$ cat config.mk
export PLATFORM = sky130hd
export DESIGN_NAME = mbx_char_link
export DESIGN_NICKNAME = d
export VERILOG_FILES = /design/src/rtl/mbx_pkg.sv /design/src/rtl/mbx_bell_reg.sv /design/src/rtl/mbx_mailbox.sv /design/src/rtl/mbx_rx_ring.sv /design/src/rtl/mbx_tx_seq.sv /design/src/rtl/mbx_char_link.sv
export SDC_FILE = /design/constraint.sdc
export NUM_CORES = 2
export LEC_CHECK = 0
export ABC_AREA = 1
export CAP_MARGIN = 5
export CORE_MARGIN = 2
export CORE_UTILIZATION = 55
export DETAILED_ROUTE_END_ITERATION = 6
export GPL_ROUTABILITY_DRIVEN = 0
export PLACE_DENSITY = 0.76
export SETUP_SLACK_MARGIN = 0.4
export SLEW_MARGIN = 20
export SYNTH_ARGS = -nofsm -noshare
export SYNTH_HDL_FRONTEND = slang
export SYNTH_HIERARCHICAL = 1
export SYNTH_SLANG_ARGS = --single-unit
$ cat constraint.sdc
create_clock -name clk -period 4.2 [get_ports clk]
set_clock_uncertainty 0.2 [all_clocks]
set_input_delay 0.84 -clock clk [delete_from_list [all_inputs] [get_ports clk]]
set_output_delay 0.84 -clock clk [all_outputs]
set_load 0.03 [all_outputs]
$ cat src/rtl/mbx_pkg.sv
package mbx_pkg;

  localparam int WORD_W = 32;
  localparam int CHAR_W = 8;

  localparam logic [CHAR_W-1:0] CH_LF = 8'h0A;
  localparam logic [CHAR_W-1:0] CH_CR = 8'h0D;

  typedef enum logic [2:0] {
    MSG_NONE       = 3'd0,
    MSG_ALIVE      = 3'd1,
    MSG_CONNECT    = 3'd2,
    MSG_DISCONNECT = 3'd3,
    MSG_DATA       = 3'd5
  } msg_e;

  typedef enum logic {
    TX_IDLE,
    TX_WAIT
  } tx_state_e;

  // Whole doorbell value is the message; anything else decodes to none.
  function automatic msg_e decode_msg(input logic [WORD_W-1:0] bell);
    case (bell)
      WORD_W'(1): return MSG_ALIVE;
      WORD_W'(2): return MSG_CONNECT;
      WORD_W'(3): return MSG_DISCONNECT;
      WORD_W'(5): return MSG_DATA;
      default:    return MSG_NONE;
    endcase
  endfunction

  function automatic logic [WORD_W-1:0] msg_word(input msg_e m);
    return {{(WORD_W-3){1'b0}}, m};
  endfunction

  // Mailbox word carrying one character: flag in the top bit.
  function automatic logic [WORD_W-1:0] tx_word(input logic [CHAR_W-1:0] ch);
    return {1'b1, {(WORD_W-CHAR_W-1){1'b0}}, ch};
  endfunction

  function automatic logic word_flagged(input logic [WORD_W-1:0] w);
    return w[WORD_W-1];
  endfunction

  function automatic logic level_over(input int lvl, input int depth, input int gap);
    return lvl > (depth - gap);
  endfunction

endpackage

$ cat src/rtl/mbx_bell_reg.sv
module mbx_bell_reg #(
  parameter int W = 32
) (
  input  logic         clk,
  input  logic         rst_n,
  input  logic         set_we,
  input  logic [W-1:0] set_data,
  input  logic         clr_we,
  input  logic [W-1:0] clr_data,
  output logic [W-1:0] q
);

  logic [W-1:0] clr_mask;
  logic [W-1:0] set_mask;

  assign clr_mask = clr_we ? clr_data : '0;
  assign set_mask = set_we ? set_data : '0;

  // Write-one-to-clear applies to the old value; new sets always survive.
  always_ff @(posedge clk or negedge rst_n) begin
    if (!rst_n) q <= '0;
    else        q <= (q & ~clr_mask) | set_mask;
  end

endmodule

$ cat src/rtl/mbx_mailbox.sv
module mbx_mailbox #(
  parameter int W = 32
) (
  input  logic         clk,
  input  logic         rst_n,
  input  logic         wr_en,
  input  logic [W-1:0] wr_data,
  input  logic         rel,
  output logic [W-1:0] q
);

  // A write outranks a release in the same cycle.
  always_ff @(posedge clk or negedge rst_n) begin
    if (!rst_n)     q <= '0;
    else if (wr_en) q <= wr_data;
    else if (rel)   q <= '0;
  end

endmodule

$ cat src/rtl/mbx_rx_ring.sv
module mbx_rx_ring #(
  parameter  int DEPTH  = 256,
  parameter  int GAP    = 4,
  parameter  int CW     = 8,
  localparam int AW     = $clog2(DEPTH),
  localparam int LVL_W  = AW + 1
) (
  input  logic             clk,
  input  logic             rst_n,
  input  logic             push_req,
  input  logic [CW-1:0]    push_char,
  input  logic             pop_req,
  output logic [CW-1:0]    rd_char,
  output logic [LVL_W-1:0] level,
  output logic             full,
  output logic             release_mbox
);

  logic [CW-1:0]    store [DEPTH];
  logic [AW-1:0]    wr_ptr, rd_ptr, wr_next, rd_next;
  logic [LVL_W-1:0] lvl_n;
  logic             push_ok, pop_ok, over_n;

  assign push_ok = push_req && (level != LVL_W'(DEPTH));
  assign pop_ok  = pop_req && (level != '0);

  generate
    if (DEPTH == (1 << AW)) begin : g_pow2
      assign wr_next = wr_ptr + AW'(1);
      assign rd_next = rd_ptr + AW'(1);
    end else begin : g_wrap
      assign wr_next = (wr_ptr == AW'(DEPTH-1)) ? '0 : wr_ptr + AW'(1);
      assign rd_next = (rd_ptr == AW'(DEPTH-1)) ? '0 : rd_ptr + AW'(1);
    end
  endgenerate

  always_comb begin
    lvl_n = level;
    if (push_ok) lvl_n = lvl_n + LVL_W'(1);
    if (pop_ok)  lvl_n = lvl_n - LVL_W'(1);
  end

  assign over_n       = mbx_pkg::level_over(int'(lvl_n), DEPTH, GAP);
  assign release_mbox = (push_ok || full) && !over_n;
  assign rd_char      = store[rd_ptr];

  always_ff @(posedge clk) begin
    if (push_ok) store[wr_ptr] <= push_char;
  end

  always_ff @(posedge clk or negedge rst_n) begin
    if (!rst_n) begin
      wr_ptr <= '0;
      rd_ptr <= '0;
      level  <= '0;
      full   <= 1'b0;
    end else begin
      if (push_ok) wr_ptr <= wr_next;
      if (pop_ok)  rd_ptr <= rd_next;
      level <= lvl_n;
      full  <= push_ok ? over_n : (full && over_n);
    end
  end

endmodule

$ cat src/rtl/mbx_tx_seq.sv
module mbx_tx_seq
  import mbx_pkg::*;
(
  input  logic              clk,
  input  logic              rst_n,
  input  logic              tx_valid,
  input  logic [CHAR_W-1:0] tx_char,
  input  logic              mbox_free,
  output logic              tx_ready,
  output logic              send,
  output logic [WORD_W-1:0] send_word
);

  tx_state_e         st;
  logic [CHAR_W-1:0] ch;

  assign tx_ready  = (st == TX_IDLE);
  assign send      = (st == TX_WAIT) && mbox_free;
  assign send_word = tx_word(ch);

  always_ff @(posedge clk or negedge rst_n) begin
    if (!rst_n) begin
      st <= TX_IDLE;
      ch <= '0;
    end else begin
      case (st)
        TX_IDLE: if (tx_valid) begin
          ch <= tx_char;
          st <= TX_WAIT;
        end
        TX_WAIT: if (mbox_free) begin
          if (ch == CH_LF) ch <= CH_CR;
          else             st <= TX_IDLE;
        end
        default: st <= TX_IDLE;
      endcase
    end
  end

endmodule

$ cat src/rtl/mbx_char_link.sv
module mbx_char_link
  import mbx_pkg::*;
#(
  parameter  int DEPTH = 256,
  parameter  int GAP   = 4,
  localparam int LVL_W = $clog2(DEPTH) + 1
) (
  input  logic              clk,
  input  logic              rst_n,
  input  logic              peer_rxmb_we,
  input  logic [WORD_W-1:0] peer_rxmb_wdata,
  output logic [WORD_W-1:0] rxmb_q,
  input  logic              peer_bell_we,
  input  logic [WORD_W-1:0] peer_bell_wdata,
  output logic [WORD_W-1:0] inbell_q,
  input  logic [WORD_W-1:0] bell_en,
  output logic              irq,
  output logic [WORD_W-1:0] txmb_q,
  input  logic              peer_txmb_clr,
  output logic [WORD_W-1:0] outbell_q,
  input  logic              peer_ack_we,
  input  logic [WORD_W-1:0] peer_ack_data,
  input  logic              tx_valid,
  input  logic [CHAR_W-1:0] tx_char,
  output logic              tx_ready,
  output logic              rx_valid,
  output logic [CHAR_W-1:0] rx_char,
  input  logic              rx_pop,
  output logic [LVL_W-1:0]  rx_level,
  output logic              ring_full,
  output logic              link_up
);

  // Named internal events, observed by the bound checker.
  logic              svc_act;
  msg_e              svc_msg;
  logic              alive_reply;
  logic              ring_push;
  logic              ring_release;
  logic              tx_send;
  logic [WORD_W-1:0] send_word;
  logic              out_set_we;
  logic [WORD_W-1:0] out_set_data;

  assign svc_act     = |(inbell_q & bell_en);
  assign irq         = svc_act;
  assign svc_msg     = decode_msg(inbell_q);
  assign alive_reply = svc_act && (svc_msg == MSG_ALIVE);
  assign ring_push   = svc_act && (svc_msg == MSG_DATA) && word_flagged(rxmb_q);

  mbx_bell_reg #(.W(WORD_W)) u_inbell (
    .clk      (clk),
    .rst_n    (rst_n),
    .set_we   (peer_bell_we),
    .set_data (peer_bell_wdata),
    .clr_we   (svc_act),
    .clr_data ({WORD_W{1'b1}}),
    .q        (inbell_q)
  );

  assign out_set_we   = tx_send || alive_reply;
  assign out_set_data = (tx_send     ? msg_word(MSG_DATA)  : '0)
                      | (alive_reply ? msg_word(MSG_ALIVE) : '0);

  mbx_bell_reg #(.W(WORD_W)) u_outbell (
    .clk      (clk),
    .rst_n    (rst_n),
    .set_we   (out_set_we),
    .set_data (out_set_data),
    .clr_we   (peer_ack_we),
    .clr_data (peer_ack_data),
    .q        (outbell_q)
  );

  mbx_mailbox #(.W(WORD_W)) u_rxmb (
    .clk     (clk),
    .rst_n   (rst_n),
    .wr_en   (peer_rxmb_we),
    .wr_data (peer_rxmb_wdata),
    .rel     (ring_release),
    .q       (rxmb_q)
  );

  mbx_mailbox #(.W(WORD_W)) u_txmb (
    .clk     (clk),
    .rst_n   (rst_n),
    .wr_en   (tx_send),
    .wr_data (send_word),
    .rel     (peer_txmb_clr),
    .q       (txmb_q)
  );

  mbx_rx_ring #(.DEPTH(DEPTH), .GAP(GAP), .CW(CHAR_W)) u_ring (
    .clk          (clk),
    .rst_n        (rst_n),
    .push_req     (ring_push),
    .push_char    (rxmb_q[CHAR_W-1:0]),
    .pop_req      (rx_pop),
    .rd_char      (rx_char),
    .level        (rx_level),
    .full         (ring_full),
    .release_mbox (ring_release)
  );

  assign rx_valid = (rx_level != '0);

  mbx_tx_seq u_tx (
    .clk       (clk),
    .rst_n     (rst_n),
    .tx_valid  (tx_valid),
    .tx_char   (tx_char),
    .mbox_free (txmb_q == '0),
    .tx_ready  (tx_ready),
    .send      (tx_send),
    .send_word (send_word)
  );

  always_ff @(posedge clk or negedge rst_n) begin
    if (!rst_n) link_up <= 1'b0;
    else if (svc_act && svc_msg == MSG_CONNECT)    link_up <= 1'b1;
    else if (svc_act && svc_msg == MSG_DISCONNECT) link_up <= 1'b0;
  end

endmodule

==> impl_summary.md <==
Synthesis
In this run, synthesis inferred 2048 flip-flops with an integrated enable. Of the synthesized area, sequential elements account for 73.8%. The synthesized netlist devotes 10.8% of its cell area to compound gates. The portion of synthesized area spent on multiplexers is 0%. The synthesized-area fraction occupied by adder cells is 0.113%.

The number of storage elements in the synthesis netlist is 2212. The synthesized netlist devotes 12.0% of its cell area to simple gates. Summing every instance area after synthesis gives 0.0889 mm². The area share of xor/xnor cells in the synthesized design is 0.184%. The synthesized area per cell is 12.4 µm². For this run, the number of Yosys warnings is 6.

The number of cells produced by synthesis is 7159. The main combinational cell family by area after synthesis is simple AND/OR/NAND/NOR gates. The count of distinct cell types in the synthesized netlist is 46. In the synthesized netlist the async set-or-reset flop fraction comes to 7.41%. The top flip-flop cell by instance count after synthesis is edfxtp_1.

Global routing
Global routing finished with a remaining overflow of 0. The first global-routing pass estimated 380000 µm of wire. The number of global-route vias before repair was 60.6k. Entering global routing, the biggest net connects 149 pins. The initial antenna violation count came to 7. Global routing used 30.8% of the available tracks across all layers.

Drt
The via count of the routed design is 64.6k. The mean routed wirelength per cell is 26.1 µm. In the routed layout, each cell is associated on average with a via count of 6.36. The final routed DRC violation total is 2.

The number of iterations in the first detailed-routing pass is 7. The final routed wirelength across all metal layers is 266000 µm. The count of nets left with antenna violations once routing finished came out at 0. The starting DRC count in detailed routing is 10.9k.

Worst setup path
For flop-to-flop paths, the worst setup slack is 0.69 ns. The origin of the critical flop-to-flop path is u_inbell/q[24]$_DFF_PN0_. The endpoint of the worst register-to-register path is u_rxmb/q[25]$_DFFE_PN0P_. The signal arrival time at the worst endpoint is 3.70 ns. The count of cells along the worst register-to-register path is 25. The largest fanout of any net on the critical path is 18. The kind of launch point of the worst setup path is a flip-flop. The sort of element at the end of the critical path is an output pin. The setup path with the least slack is of type reg -> out. STA puts the critical path data required time at 3.16 ns. The end point of the critical path is rx_char[0]. In this run the worst setup path begins at u_ring/rd_ptr[0]$_DFFE_PN0P_.

Die
The area of the die is 0.165 mm². The floorplan has 147 rows. The core region is 0.161 mm². The width of the die is 406 µm. In this run the count of I/O pins placed on the die edge is 294. The effective utilization at floorplan is 55.4%. The die extent in y is 406 µm.

Cells and area
After the last flow step, the layout net total stands at 7984. The fraction of layout instances using a drive strength above 1 is 14.5%. Counting the fill cells in the layout gives 10.6k.

The area growth from synthesis to layout is 20.8%.

Timing
The setup TNS is -3.74 ns. The total setup violations reported at the end of the flow is 8. The clock period minus worst slack is 4.74 ns.

Final hold analysis gives a worst-case slack of 0.271 ns. The count of final max-slew check failures is 0. Setup repair after global routing could not meet its margin everywhere. The smallest setup slack after layout is -0.540 ns. The hold violation total from the final report is 0.

Timing would allow up to 211 MHz. The worst pin sits at a relative slew slack of 31.1%. The share of the clock period used by the worst path after layout is 113%. At the pin with the least slew margin, the transition time is 1.03 ns.

Run status
The flow ran to the end, but the final reports show violations. The final reports fail on DRC, setup timing.

Clocking
The clock tree from TritonCTS is done. Clock tree synthesis inserted a total of 207 buffers. The buffer levels on the longest clock path is 3. The clock-pin transition on the worst setup and hold timing paths is 0.06 ns. The clock latency of the later-clocked register in the worst-skew pair is 0.88 ns. The clock sink count is 2212. The number of H-tree levels is 4. The master cell of the clock root buffer is clkbuf_16.

Placement
The count of buffers inserted at the top-level ports is 293. The final HPWL from detailed placement is 146000 µm.

Run
The number of max-cap violations is 0.

Power
The maximum ir drop on the vdd rail is 0.512 mV. The power per cell area is 667 mW/mm². The standby leakage power is 37.4 nW.

Min path
The tightest min-delay check is of the reg -> reg type.
==> where the power goes <==
group,internal (W),total (W),switching (W)
combinational,0.00977,0.0284,0.0186
clock,0.0100,0.0183,0.00823
sequential,0.0246,0.0251,0.000445
==> synth_stat cells (7+ instances only) <==
library cell  count  area share (%)
nand3_1         305             1.7
nand2_2          14           0.099
xor2_1           15            0.15
buf_2           150            0.84
buf_1            14           0.059
o22ai_1         306             2.2
nand4_1          43            0.30
inv_2            12           0.051
edfxtp_1       2048              69
nor2_1         1401             5.9
o21ai_0        1016             5.7
clkbuf_1        294             1.2
inv_1            54            0.23
nor2_2            7           0.049
nor4_1           10           0.070
a21oi_1          84            0.47
buf_4            43            0.36
ha_1              8            0.11
o221ai_1        148             1.5
dfrtp_1         164             4.6
o21ai_1          20            0.11
buf_6            17            0.22
nand2_1         839             3.5
o211ai_1        105            0.89
==> registers in the layout (all words and copies together), names as in the netlist <==
name	cells
link_up	1
u_ring/level	9
u_ring/store	2048
u_tx/st	1
u_txmb/q	32
u_inbell/q	32
u_ring/wr_ptr	8
u_ring/full	1
u_rxmb/q	32
u_tx/ch	8
u_outbell/q	32
u_ring/rd_ptr	8
==> stage by stage <==
stage	std cells	instance area [µm²]	setup WS [ns]	total power (W)	util, %
after floorplan	7241	89200	0.714	0.0388	-
after global placement	9686	97300	0.0331	0.0472	60.6
after detailed placement	9686	97300	0.00502	0.0477	60.6
after CTS	10100	106000	-0.333	0.0689	66.2
after global routing	10200	107000	-0.514	0.0737	66.9
final	10200	107000	-0.540	0.0717	66.9
==> worst min-delay path by stage <==
| stage | start | endpoint | depth (start not counted) |
|---|---|---|---|
| CTS | u_rxmb/q[9]$_DFFE_PN0P_ | u_rxmb/q[9]$_DFFE_PN0P_ | 2 |
| global route | u_rxmb/q[22]$_DFFE_PN0P_ | u_rxmb/q[22]$_DFFE_PN0P_ | 2 |
| global placement | u_outbell/q[28]$_DFF_PN0_ | u_outbell/q[28]$_DFF_PN0_ | 2 |
| detailed placement | u_rxmb/q[9]$_DFFE_PN0P_ | u_rxmb/q[9]$_DFFE_PN0P_ | 2 |
| finish | u_outbell/q[28]$_DFF_PN0_ | u_outbell/q[28]$_DFF_PN0_ | 2 |
| floorplan | u_tx/ch[0]$_DFFE_PN0P_ | u_txmb/q[0]$_DFFE_PN0P_ | 2 |
==> per-layer routing <==
metal  routed length [µm]  global-route usage (%)  up-vias
li1                     -                       -    27400
met1                92600                    40.5    31100
met2               122000                    48.1     5245
met3                35100                    7.03      913
met4                15900                    16.5       10
met5                   61                       0        -
==> critical path: stages, from the launching register on <==
cell and delay, ns:
dfrtp_4 0.54, buf_12 0.20, buf_16 0.18, clkbuf_16 0.20, o21ai_2 0.14, o22ai_1 0.10, o211ai_1 0.38, nand3_1 0.26
a21oi_2 0.22, nand3_2 0.14, nand3_4 0.14, nand2_4 0.12, buf_12 0.16
==> kinds of logic (layout without fill, tap and decap cells) <==
kind of cell | count (synthesis) | in the layout
buffers and inverters | 591 | 1352
adder cells (fa/ha/maj) | 8 | 8
AO/OA/AOI/OAI | 1684 | 1684
AND/OR/NAND/NOR | 2643 | 2643
flip-flops | 2212 | 2212
XOR/XNOR | 17 | 17
other | 4 | 87
==> final cells by class <==
cell class	count	area (µm²)	area share, %
flip-flops and latches	2212	65600	61.1
multi-input cells	4438	21900	20.4
repair buffers	894	10100	9.44
clock buffers	246	5360	4.99
well taps	2160	2700	2.52
clock inverters	133	1250	1.16
inverters	72	330	0.307
repair inverters	7	93.8	0.0873
diodes	1	2.50	0.00233
==> timing repair <==
item / CTS / global route
gates resized for setup: 216 / 169
buffers inserted: 21 / 15
cloned: 40 / 20
setup endpoints to repair: 8 / 40
hold endpoints to repair: 73 / 0
pin swaps: 67 / 104
hold buffers: 1 / 0
==> layout by cell type, fill, tap and decap left out, types with 15 or more instances in the layout <==
master	Yosys	layout
nor2_2	7	15
nand3_4	2	15
nand2_2	14	18
nor2_1	1401	1391
clkbuf_16	0	224
buf_12	1	63
o221ai_1	148	142
o211ai_1	105	105
clkdlybuf4s50_1	0	283
nand2_1	839	827
o21ai_1	20	68
clkbuf_1	294	36
clkinv_1	4	58
nand4_1	43	43
a21oi_1	84	73
o22ai_1	306	298
buf_4	43	431
clkinv_2	1	42
nand3_1	305	189
o21ai_0	1016	954
inv_1	54	50
buf_6	17	21
buf_16	0	50
nand3_2	1	104
xor2_1	15	15
bufbuf_16	0	20
edfxtp_1	2048	2048
dfrtp_1	164	152
conb_1	4	86
Power figures use the tool's default switching activity.
